`src/rtl/xsw_pkg.sv`:
```
package xsw_pkg;

  localparam int NUM_WR = 8;
  localparam int IDX_W  = $clog2(NUM_WR);

  localparam logic [2:0] ASG_SAFE = 3'd0;
  localparam logic [2:0] ASG_USB  = 3'd1;
  localparam logic [2:0] ASG_C    = 3'd2;
  localparam logic [2:0] ASG_D    = 3'd3;
  localparam logic [2:0] ASG_E    = 3'd4;

  typedef struct packed {
    logic       role;   // 1 = upstream facing
    logic [2:0] asg;
    logic       flip;
  } xsw_cfg_t;

  localparam xsw_cfg_t SAFE_CFG = '{role: 1'b0, asg: ASG_SAFE, flip: 1'b0};

  function automatic logic cfg_supported(xsw_cfg_t c);
    return (c.asg <= ASG_E) && !(c.asg == ASG_E && !c.role);
  endfunction

  function automatic logic cfg_active(xsw_cfg_t c);
    return (c.asg == ASG_C) || (c.asg == ASG_D) || (c.asg == ASG_E);
  endfunction

  // Lane select for logical slot k (normal orientation numbering)
  function automatic logic [7:0] lane_base(logic [2:0] asg, logic [1:0] k);
    logic [7:0] v;
    v = 8'h00;
    case (asg)
      ASG_C, ASG_E: case (k) 2'd0: v = 8'h02; 2'd1: v = 8'h04; 2'd2: v = 8'h10; default: v = 8'h20; endcase
      ASG_D:        case (k) 2'd0: v = 8'h01; 2'd1: v = 8'h04; 2'd2: v = 8'h08; default: v = 8'h20; endcase
      ASG_USB:      case (k) 2'd0: v = 8'h01; 2'd2: v = 8'h08; default: v = 8'h00; endcase
      default:      v = 8'h00;
    endcase
    return v;
  endfunction

  function automatic logic [7:0] cross_value(xsw_cfg_t c);
    logic [7:0] v;
    case (c.asg)
      ASG_C, ASG_D: v = c.flip ? 8'h02 : 8'h01;
      ASG_E:        v = c.flip ? 8'h01 : 8'h02;
      default:      v = 8'h00;
    endcase
    return v;
  endfunction

  // Data byte for burst step idx
  function automatic logic [7:0] step_data(xsw_cfg_t c, logic [IDX_W-1:0] idx);
    logic [1:0] k;
    logic [7:0] v;
    k = 2'(idx - IDX_W'(1));
    if (c.flip) k = k ^ 2'b01;
    case (idx)
      IDX_W'(0): v = 8'h80;
      IDX_W'(1), IDX_W'(2), IDX_W'(3), IDX_W'(4): v = lane_base(c.asg, k);
      IDX_W'(5): v = cfg_active(c) ? 8'h40 : 8'h00;
      IDX_W'(6): v = cross_value(c);
      default:   v = 8'h3F;
    endcase
    return v;
  endfunction

endpackage

```
`src/rtl/xsw_cfg_table.sv`:
```
module xsw_cfg_table
  import xsw_pkg::*;
#(
  parameter int ADDR_W    = 8,
  parameter int BASE_ADDR = 1
) (
  input  xsw_cfg_t          cfg,
  input  logic [IDX_W-1:0]  idx,
  output logic [ADDR_W-1:0] addr,
  output logic [7:0]        data
);
  always_comb begin
    addr = ADDR_W'(BASE_ADDR) + ADDR_W'(idx);
    data = step_data(cfg, idx);
  end
endmodule

```
`src/rtl/xsw_seq_ctrl.sv`:
```
module xsw_seq_ctrl
  import xsw_pkg::*;
(
  input  logic             clk,
  input  logic             rst_n,
  input  logic             req_valid,
  input  xsw_cfg_t         req_cfg,
  input  logic             wr_ready,
  output logic             wr_valid,
  output logic [IDX_W-1:0] idx,
  output xsw_cfg_t         cur_cfg,
  output logic             req_ack,
  output logic             req_err,
  output logic             accept_evt,
  output logic             commit_fire
);
  typedef enum logic [1:0] {S_IDLE, S_WR, S_ACK, S_ERR} st_e;
  localparam logic [IDX_W-1:0] LAST_IDX = IDX_W'(NUM_WR - 1);

  st_e      st;
  xsw_cfg_t tgt_cfg, last_cfg;
  logic     chain;
  logic     need_safe;

  assign need_safe   = cfg_active(last_cfg) && cfg_active(req_cfg) && (last_cfg != req_cfg);
  assign accept_evt  = (st == S_IDLE) && req_valid;
  assign wr_valid    = (st == S_WR);
  assign commit_fire = wr_valid && wr_ready && (idx == LAST_IDX);
  assign req_ack     = (st == S_ACK);
  assign req_err     = (st == S_ERR);

  always_ff @(posedge clk) begin
    if (!rst_n) begin
      st       <= S_IDLE;
      idx      <= '0;
      cur_cfg  <= SAFE_CFG;
      tgt_cfg  <= SAFE_CFG;
      last_cfg <= SAFE_CFG;
      chain    <= 1'b0;
    end else begin
      case (st)
        S_IDLE: if (req_valid) begin
          if (!cfg_supported(req_cfg)) st <= S_ERR;
          else begin
            st      <= S_WR;
            idx     <= '0;
            tgt_cfg <= req_cfg;
            chain   <= need_safe;
            cur_cfg <= need_safe ? SAFE_CFG : req_cfg;
          end
        end
        S_WR: if (wr_ready) begin
          if (idx == LAST_IDX) begin
            idx <= '0;
            if (chain) begin
              chain   <= 1'b0;
              cur_cfg <= tgt_cfg;
            end else begin
              st       <= S_ACK;
              last_cfg <= tgt_cfg;
            end
          end else idx <= idx + IDX_W'(1);
        end
        default: st <= S_IDLE;
      endcase
    end
  end
endmodule

```
`src/rtl/xsw_seq.sv`:
```
module xsw_seq
  import xsw_pkg::*;
#(
  parameter int ADDR_W    = 8,
  parameter int BASE_ADDR = 1
) (
  input  logic              clk,
  input  logic              rst_n,
  input  logic              req_valid,
  input  logic              req_role,
  input  logic [2:0]        req_asg,
  input  logic              req_flip,
  output logic              req_ack,
  output logic              req_err,
  output logic              wr_valid,
  input  logic              wr_ready,
  output logic [ADDR_W-1:0] wr_addr,
  output logic [7:0]        wr_data
);
  xsw_cfg_t         req_cfg, cur_cfg;
  logic [IDX_W-1:0] idx;
  logic             accept_evt, commit_fire;

  assign req_cfg = '{role: req_role, asg: req_asg, flip: req_flip};

  xsw_seq_ctrl u_ctrl (
    .clk, .rst_n, .req_valid, .req_cfg, .wr_ready,
    .wr_valid, .idx, .cur_cfg, .req_ack, .req_err,
    .accept_evt, .commit_fire
  );

  xsw_cfg_table #(.ADDR_W(ADDR_W), .BASE_ADDR(BASE_ADDR)) u_table (
    .cfg(cur_cfg), .idx, .addr(wr_addr), .data(wr_data)
  );
endmodule

```
`config.mk`:
```
export PLATFORM = sky130hd
export DESIGN_NAME = xsw_seq
export DESIGN_NICKNAME = d
export VERILOG_FILES = /design/src/rtl/xsw_pkg.sv /design/src/rtl/xsw_cfg_table.sv /design/src/rtl/xsw_seq_ctrl.sv /design/src/rtl/xsw_seq.sv
export SDC_FILE = /design/constraint.sdc
export NUM_CORES = 1
export LEC_CHECK = 0
export BUFFER_PORTS_ARGS = -buffer_cell sky130_fd_sc_hd__buf_2
export CORE_ASPECT_RATIO = 1.75
export CORE_MARGIN = 2
export CORE_UTILIZATION = 55
export CTS_CLUSTER_DIAMETER = 40
export CTS_CLUSTER_SIZE = 24
export DETAILED_ROUTE_END_ITERATION = 6
export GPL_TIMING_DRIVEN = 0
export HOLD_SLACK_MARGIN = 0.02
export PLACE_DENSITY = 0.88
export SLEW_MARGIN = 5
export SYNTH_ARGS = -nofsm -noshare
export SYNTH_HDL_FRONTEND = slang
export SYNTH_SLANG_ARGS = --single-unit
export TNS_END_PERCENT = 10
```
`constraint.sdc`:
```
create_clock -name clk -period 3.6 [get_ports clk]
set_input_delay 0.18 -clock clk [delete_from_list [all_inputs] [get_ports clk]]
set_output_delay 0.18 -clock clk [all_outputs]
set_load 0.1 [all_outputs]
```
==> results of run 1 <==
==> worst max-delay path: cells and delay by family, from the launching register on <==
family                     cells  cell delay [ns]
and+or+nand+nor                3             0.61
buffers and inverters          2             0.54
DFF                            1             0.47
adders and majority gates      1             0.40
==> worst paths after layout <==
| path | from | end |
|---|---|---|
| worst max-delay path | u_ctrl.idx[0] | wr_data[3] |
| worst min-delay path | req_valid | u_ctrl.st[0] |
| worst max register to register | u_ctrl.idx[0] | u_ctrl.last_cfg[0] |
| worst min register to register | u_ctrl.tgt_cfg[4] | u_ctrl.tgt_cfg[4] |
==> layout by cell type (no fill, tap or decap), types with 5 or more instances in the layout <==
cell and n:
ha_1 5, nand2_1 6, nor3_1 6, mux2i_1 14, buf_2 24, a211oi_1 8
nor2_1 5, nand2b_1 8, a21oi_1 7, nor2b_1 21, o21ai_0 6, dfxtp_1 20
==> state kept, by name, indices dropped and copies added (netlist names) <==
register         cells
u_ctrl.last_cfg      5
u_ctrl.st            2
u_ctrl.tgt_cfg       5
u_ctrl.idx           3
u_ctrl.chain         1
u_ctrl.cur_cfg       4
==> cells by family (layout without fill, tap and decap cells) <==
logic type                 Yosys count  in the layout  synth area share
muxes                               14             14             0.103
xor gates and xnor gates             6              6            0.0387
other                                1              4           0.00276
DFF                                 20             20             0.295
and+or+nand+nor                     63             63             0.268
buffers and inverters               15             41            0.0599
AOI/OAI and AO/OA                   33             33             0.186
adders and majority gates            5              5            0.0461
==> layout make-up <==
cell class / count / area, µm² / area share
buffer: 10 / 62.6 / 0.0400
clock buffer: 4 / 55.1 / 0.0352
inverter: 5 / 18.8 / 0.0120
multi-input combinational: 125 / 887 / 0.567
sequential: 20 / 400 / 0.256
tap: 25 / 31.3 / 0.0200
timing repair buffer: 22 / 110 / 0.0703
==> routing by layer <==
metal	up-vias	share of wire	track usage
li1	611	-	-
met3	4	0.034	0.0260
met5	-	0	0
met2	26	0.57	0.405
met4	0	0.018	0.104
met1	545	0.38	0.213
==> power groups by stage <==
stage	logic [mW]	registers, mW	clock network [mW]
finish	0.180	0.240	0.172
global route	0.192	0.241	0.184
CTS	0.181	0.240	0.175
detailed placement	0.180	0.245	0
global placement	0.176	0.244	0
floorplan	0.153	0.242	0
==> run metrics, run 1 <==
outcome finished, final reports clean; Rows 23; Seq pwr share 0.405; pre-CTS setup slack 1.44 ns; post-synthesis area per instance just under 9 µm²; count leader, synth nor2b_1; critical path, cell by cell inv_1, ha_1, nor4_1, nand2b_1, nand2_1, buf_2; starting density of the core 0.590; routed len/inst 13.4 µm; # setup viols final 0; initial antenna violation count 0; Clk Latency, worst-skew pair 0.26 ns; MaxCap Viol Count 0; critical-path maximum fanout 7; GRT overflow 0; fraction of registers with async set/reset 0; R2R setup slack 1.55 ns; number of synthesized flops with an enable pin 0; RD Place Congestion between 0.8 and 0.9; Post-synth top flop dfxtp_1; Clock Root Buffer clkbuf_8; DRC viols 0; antenna cell count 0; Area Growth Syn to Fin 15.3%; Post-Route Skew ~0.0022 ns; post-layout worst setup margin roughly 1.1 ns; post-CTS setup buffers 0; I/O Buffers 22; post_cts resized 0; Sw Ratio 0.365; # clock sinks 20; Data required, critical path around 3.4 ns; H-tree depth 1; critical path's largest stage delay 0.47 ns; chip height about 70 µm; DP Area 1510 µm²; first-pass GRT wire length 4950 µm; Total Power between 0.5 and 0.6 mW; CP Capture Type output pin; die width 41.6 µm; VDD IR-drop max ~0.00031 V; leakage power 0.653 nW; Gate power share 0.304; Commonest cells post-synth nor2b_1, dfxtp_1, mux2i_1; Internal Pwr Total 0.376 mW; Max clock buf depth 2; RSZ-0062 raised after global routing false; Layout Utilization 0.680; FF+latch count, synth 20; dpl hpwl 2230 µm; Max Fclk 405 MHz; fin cells 211; setup TNS 0 ns; area leader, netlist dfxtp_1; Slew HR 0.620; switching pwr ~0.22 mW; DIE AREA 2900 µm²; core area approximately 2300 µm²; fin crit share 0.685; Worst Max-Slew Pin Slew 0.568 ns; CTS tree done; Arr. time, crit path approximately 2.3 ns; pin count of the biggest net entering global routing 12; total CTS buffers 3; power density over cell area 378 nW/µm²; layout cells sized above 1 0.204; Register-to-Register Path Depth 6; top cells by area, synth dfxtp_1, mux2i_1, nor2b_1; post-route ant nets 0; Via Count 1186; synth warn 0; Hold Path Stages 3; vias in the first global route 1169; Layout fillers 192; Gate Count Post-Synth 157; Hold Fails Final Rpt 0; post-synthesis sequential area ratio 0.295; Period minus WS final around 2.5 ns; final hold slack 0.193 ns; CTS hold repair buffers 0; clk slew on worst S/H paths roughly 0.07 ns; I/O pin count 28; CP Launch Type flop; post-synth top area share 0.295; Final Max Slew Viols 0; Min-Delay Path Class input port to flop; Pre-Repair DR Iteration Count 4; Total Wirelength around 2800 µm; Final Cell Area 1570 µm²; Nets 201; Via density 5.62; slowest library cell on the worst path dfxtp_1; clock network fraction of total power 0.291; Syn Std Cell Area about 1400 µm²; Placed Cells 207; critical path class flop to output pin; Iter 0 DRT Violations 12; Distinct cells, synth 38; overall routing resource usage 0.212
(Power assumes the default switching activity.)
==> run 2, diff against run 1 <==
- CORE_UTILIZATION: 55 -> 49
- PLACE_DENSITY: 0.88 -> 0.83
- clock period: 3.6 -> 2.1 ns (I/O delays scaled with it)
==> run 2 against run 1 <==
  * Worst hold slack got worse by 0.066 ns
  * Sequential power increased by 71%
  * Final cell count grew 0.95%
  * Setup slack got worse by 1.0 ns
  * Utilization is 4.0 points lower
  * Total power is 76% higher
  * Count of clock-buffer cells in the layout stayed put
  * Combinational power rose by 86%
  * Register-to-register slack worse by 1.4 ns
  * Global-route usage down 1.2 points
  * Die area up 11%
  * Wire length increased by 4.3%
  * Critical path type unchanged
  * Critical endpoint is now wr_valid
  * Largest cell class unchanged
==> run metrics, run 2 (synthesized netlist as in run 1, its figures left out) <==
Max Fclk ~500 MHz; Worst Max-Slew Pin Slew 0.558 ns (-0.00963 ns); final hold slack 0.127 ns (-0.0664 ns); global route hottest layer met2; die width 43.8 µm (+5.4%); fin cells 213 (+0.95%); DIE AREA 3220 µm² (+11%); slowest library cell on the worst path clkbuf_4; Final Cell Area 1700 µm² (+8.6%); H-tree depth 1 (unchanged); routed len/inst 13.8 µm (+3.3%); first-pass GRT wire length 4820 µm (-2.5%); Nets 201 (unchanged); layout cells sized above 1 0.285 (+0.0806); Regs by FF count u_ctrl.last_cfg x5, u_ctrl.tgt_cfg x5, u_ctrl.cur_cfg x4; critical path startpoint u_ctrl.st[0]; worst hold start req_valid; DRC viols 0 (unchanged); power density over cell area 613 nW/µm² (+62%); setup TNS 0 ns (unchanged); Post-Route Skew 0.00343 ns (+0.00123 ns); CP Launch Type flop; Rows 25 (+8.7%); Layout Utilization 0.640 (-0.0404); Layout fillers 225 (+17%); Period minus WS final around 2.0 ns; commonest non-fill, non-tap cells in the layout nor2b_1, dfxtp_1, buf_2; reg-to-reg startpoint u_ctrl.idx[0]; post-CTS setup buffers 0 (unchanged); Max clock buf depth 2 (unchanged); total CTS buffers 3 (unchanged); post-route ant nets 0 (unchanged); Placed Cells 209 (+0.97%); critical path's largest stage delay 0.42 ns (-0.05 ns); Most common cell on crit path clkbuf_1; Final Max Slew Viols 0 (unchanged); initial antenna violation count 0 (unchanged); M3 GR Usage 0.0221 (-0.00393); Via density 5.62 (about the same); Hold Fails Final Rpt 0 (unchanged); R2R setup slack 0.14 ns (-1.41 ns); dpl hpwl 2260 µm (+1.1%); Pre-Repair DR Iteration Count 4 (unchanged); Via Count 1198 (+1.0%); Area Growth Syn to Fin 25.3%; VDD IR-drop max 0.000563 V (+83%); overall routing resource usage 0.200 (-0.0116); Slew HR 0.626 (+0.00646); pin count of the biggest net entering global routing 12 (unchanged); Clock Root Buffer clkbuf_8; # clock sinks 20 (unchanged); outcome finished, final reports clean; Arr. time, crit path 1.89 ns (-0.40 ns); critical path class flop to output pin; fin crit share 0.948; RD Place Congestion 0.856 (-1.3%); Data required, critical path 2.00 ns (-1.42 ns); leakage power 0.686 nW (+5.2%); I/O Buffers 22 (unchanged); Clk Latency, worst-skew pair 0.27 ns (about the same); clk slew on worst S/H paths 0.07 ns (about the same); antenna cell count 0 (unchanged); I/O pin count 28 (unchanged); starting density of the core 0.511 (-0.0791); DP Area 1590 µm² (+5.2%); critical-path maximum fanout 10 (+3); core area 2660 µm² (+15%); vias in the first global route 1124 (-3.8%); met2 GRT Util 0.361 (-0.0434); # setup viols final 0 (unchanged); Total Wirelength 2950 µm (+4.3%); CP Capture Type output pin; RSZ-0062 raised after global routing false; met1 usage 0.211 (-0.00187); Min-Delay Path Class input port to flop; GRT overflow 0 (unchanged); MaxCap Viol Count 0 (unchanged); Total Power 1.04 mW (+76%); CTS tree done; critical path, cell by cell clkbuf_1, nand2b_1, inv_2, clkbuf_1, clkbuf_4; Iter 0 DRT Violations 28 (+16); commonest non-fill, non-tap cell in the layout nor2b_1; post-layout worst setup margin 0.109 ns (-1.02 ns); chip height 73.6 µm (+5.6%); pre-CTS setup slack 0.100 ns (-1.34 ns)
run 2: cell type report:
class | instances | area (µm²) | area share
multi-input combinational | 125 | 986 | 0.580
sequential | 20 | 405 | 0.238
timing repair buffer | 22 | 135 | 0.0795
buffer | 10 | 62.6 | 0.0368
clock buffer | 4 | 55.1 | 0.0324
tap | 27 | 33.8 | 0.0199
inverter | 5 | 22.5 | 0.0132
run 2: final timing paths:
path,end,cells past startpoint
worst min register to register,u_ctrl.last_cfg[4],2
worst max register to register,u_ctrl.cur_cfg[1],6
worst max-delay path,wr_valid,5
worst min-delay path,u_ctrl.st[0],3
run 2: routing by layer:
layer | routed length (µm) | vias up
met3 | 74 | 5
met2 | 1660 | 22
met1 | 1150 | 559
li1 | - | 612
met5 | 0 | -
met4 | 67 | 0
run 2: report_power, final:
group	internal (mW)	switching (mW)
clock	0.167	0.130
combinational	0.0952	0.239
sequential	0.395	0.0162
run 2: repair_timing:
| action | CTS | global route |
|---|---|---|
| hold buffers | 0 | 0 |
| gates resized for setup | 5 | 10 |
| endpoints found under the setup margin | 4 | 15 |
| pin swaps | 0 | 0 |
run 2: worst max-delay path: cells and delay by family (launching register included):
family,cells,cell delay [ns]
buffers and inverters,4,1.14
DFF,1,0.31
and+or+nand+nor,1,0.16
==> run 3, diff against run 2 <==
--- a/config.mk
+++ b/config.mk
@@ -14,3 +14,2 @@
 export DETAILED_ROUTE_END_ITERATION = 6
-export GPL_TIMING_DRIVEN = 0
 export HOLD_SLACK_MARGIN = 0.02
--- a/constraint.sdc
+++ b/constraint.sdc
@@ -3,2 +3,2 @@
 set_output_delay 0.105 -clock clk [all_outputs]
-set_load 0.1 [all_outputs]
+set_load 0.05 [all_outputs]
==> run 3 against run 2 <==
  * Final cell count fell by 3.3%
  * Flip-flop and latch count did not move
  * Design area fell by 6.3%
  * Maximum frequency rose by 1.8%
  * Combinational power fell by 28%
  * Critical path depth rose by 1
  * Non-clock buffer count fell by 7
  * Register-to-register slack improved by 0.02 ns
  * Worst hold slack got worse by 0.010 ns
  * Critical path type unchanged
  * Largest power group unchanged
==> run metrics, run 3 (synthesized netlist as in run 1, its figures left out) <==
Hold Fails Final Rpt 0 (unchanged); post-route ant nets 0 (unchanged); critical path's top delay family simple AND/OR/NAND/NOR gates; post-CTS setup buffers 0 (unchanged); Regs by FF count u_ctrl.last_cfg x5, u_ctrl.tgt_cfg x5, u_ctrl.cur_cfg x4; MaxCap Viol Count 0 (unchanged); CP Capture Type output pin; Via Count 1202 (+0.33%); Total Power 1.04 mW (-0.42%); Arr. time, crit path 1.85 ns (-0.04 ns); Area Growth Syn to Fin 17.4%; Max Fclk 511 MHz (+1.8%); GRT overflow 0 (unchanged); Min-Delay Path Class input port to flop; Most common cell on crit path nand2_1; Clock Root Buffer clkbuf_8; RSZ-0062 raised after global routing true; CP Launch Type flop; Pre-Repair DR Iteration Count 4 (unchanged); first-pass GRT wire length 5220 µm (+8.3%); total CTS buffers 3 (unchanged); Rows 25 (unchanged); routed len/inst 14.6 µm (+5.2%); vias in the first global route 1227 (+9.2%); Max clock buf depth 2 (unchanged); DRC viols 0 (unchanged); power density over cell area 651 nW/µm² (+6.2%); core area 2660 µm² (unchanged); Final Max Slew Viols 0 (unchanged); critical path's largest stage delay 0.40 ns (-0.02 ns); I/O pin count 28 (unchanged); layout cells sized above 1 0.246 (-0.0391); critical-path maximum fanout 7 (-3); critical path startpoint u_ctrl.idx[0]; Post-Route Skew 0.00363 ns (+0.000204 ns); antenna cell count 0 (unchanged); Clk Latency, worst-skew pair 0.26 ns (about the same); # clock sinks 20 (unchanged); Total Wirelength 3000 µm (+1.8%); Final Cell Area 1590 µm² (-6.3%); reg-to-reg startpoint u_ctrl.idx[0]; clk slew on worst S/H paths 0.07 ns (about the same); worst hold start req_valid; RD Place Congestion 0.796 (-7.0%); Via density 5.83 (+3.7%); pin count of the biggest net entering global routing 20 (+8); slowest library cell on the worst path dfxtp_2; DP Area 1480 µm² (-6.7%); Iter 0 DRT Violations 25 (-11%); commonest non-fill, non-tap cells in the layout buf_2, nor2b_1, dfxtp_1; leakage power 0.641 nW (-6.5%); die width 43.8 µm (unchanged); I/O Buffers 23 (+4.5%); CTS hold repair buffers 0 (unchanged); DIE AREA 3220 µm² (unchanged); fin crit share 0.931 (-0.0167); commonest non-fill, non-tap cell in the layout buf_2; Nets 194 (-3.5%); critical path, cell by cell inv_1, ha_2, nor4_2, nand2_1, nand2_1, buf_2; overall routing resource usage 0.211 (+0.0115); starting density of the core 0.511 (unchanged); VDD IR-drop max 0.000537 V (-4.7%); critical path class flop to output pin; H-tree depth 1 (unchanged); dpl hpwl 2240 µm (-0.62%); outcome finished, final reports clean; initial antenna violation count 0 (unchanged); CTS tree done; Period minus WS final 1.96 ns (-0.0350 ns); Buf+Inv Stages, Crit Path 2 (-2); Data required, critical path 2.00 ns (about the same); # setup viols final 0 (unchanged); chip height 73.6 µm (unchanged)
run 3: cell count changes in the layout (fill, tap and decap cells not counted), sizes merged:
cell	change
clkbuf	-6
buf	-2
bufinv	+1
clkinvlp	-1
inv	+1
run 3: worst min-delay path: stages:
cell and delay, ns:
buf_2 0.09, nor2_1 0.03, nor3_1 0.10
run 3: through the flow:
step           std cells  TNS [ns]  worst slack (ns)  hold WS (ns)  utilization
2_1_floorplan        160         0           0.00250         0.233            -
3_3_place_gp         202         0             0.241         0.378        0.558
3_5_place_dp         202         0             0.175         0.389        0.558
4_1_cts              206  -0.00449          -0.00449         0.118        0.589
5_1_grt              206   -0.0115           -0.0115         0.149        0.600
6_report             206         0             0.144         0.117        0.600
run 3: layout make-up:
cell class / instances / area, µm²
fillers: 235 / 1060
multi-input cells: 125 / 935
flip-flops and latches: 20 / 403
repair buffers: 25 / 133
clock buffers: 3 / 41.3
well taps: 27 / 33.8
clock inverters: 1 / 30.0
inverters: 5 / 18.8
run 3: power by group:
part	total [mW]	switching (mW)	internal (mW)
Clock	0.383	0.129	0.254
Sequential	0.416	0.0203	0.395
Combinational	0.240	0.160	0.0792
Total	1.04	0.309	0.729
run 3: path summary, 6_finish.rpt:
kind,endpoint,slack [ns],depth (start not counted)
worst max-delay path,wr_data[4],0.14,6
worst min register to register,u_ctrl.tgt_cfg[4],0.53,2
worst min-delay path,u_ctrl.st[0],0.12,3
worst max register to register,u_ctrl.cur_cfg[2],0.16,6
run 3: routing by layer:
layer,up-vias,wire (µm),GRT usage
li1,593,-,-
met1,564,1120,0.226
met2,33,1680,0.377
met3,12,105,0.0344
met4,0,98,0.118
met5,-,0,0
run 3: timing repair:
action | in CTS | in global routing
resized for setup | 3 | 7
setup endpoints to repair | 6 | 10
pin swaps | 0 | 1
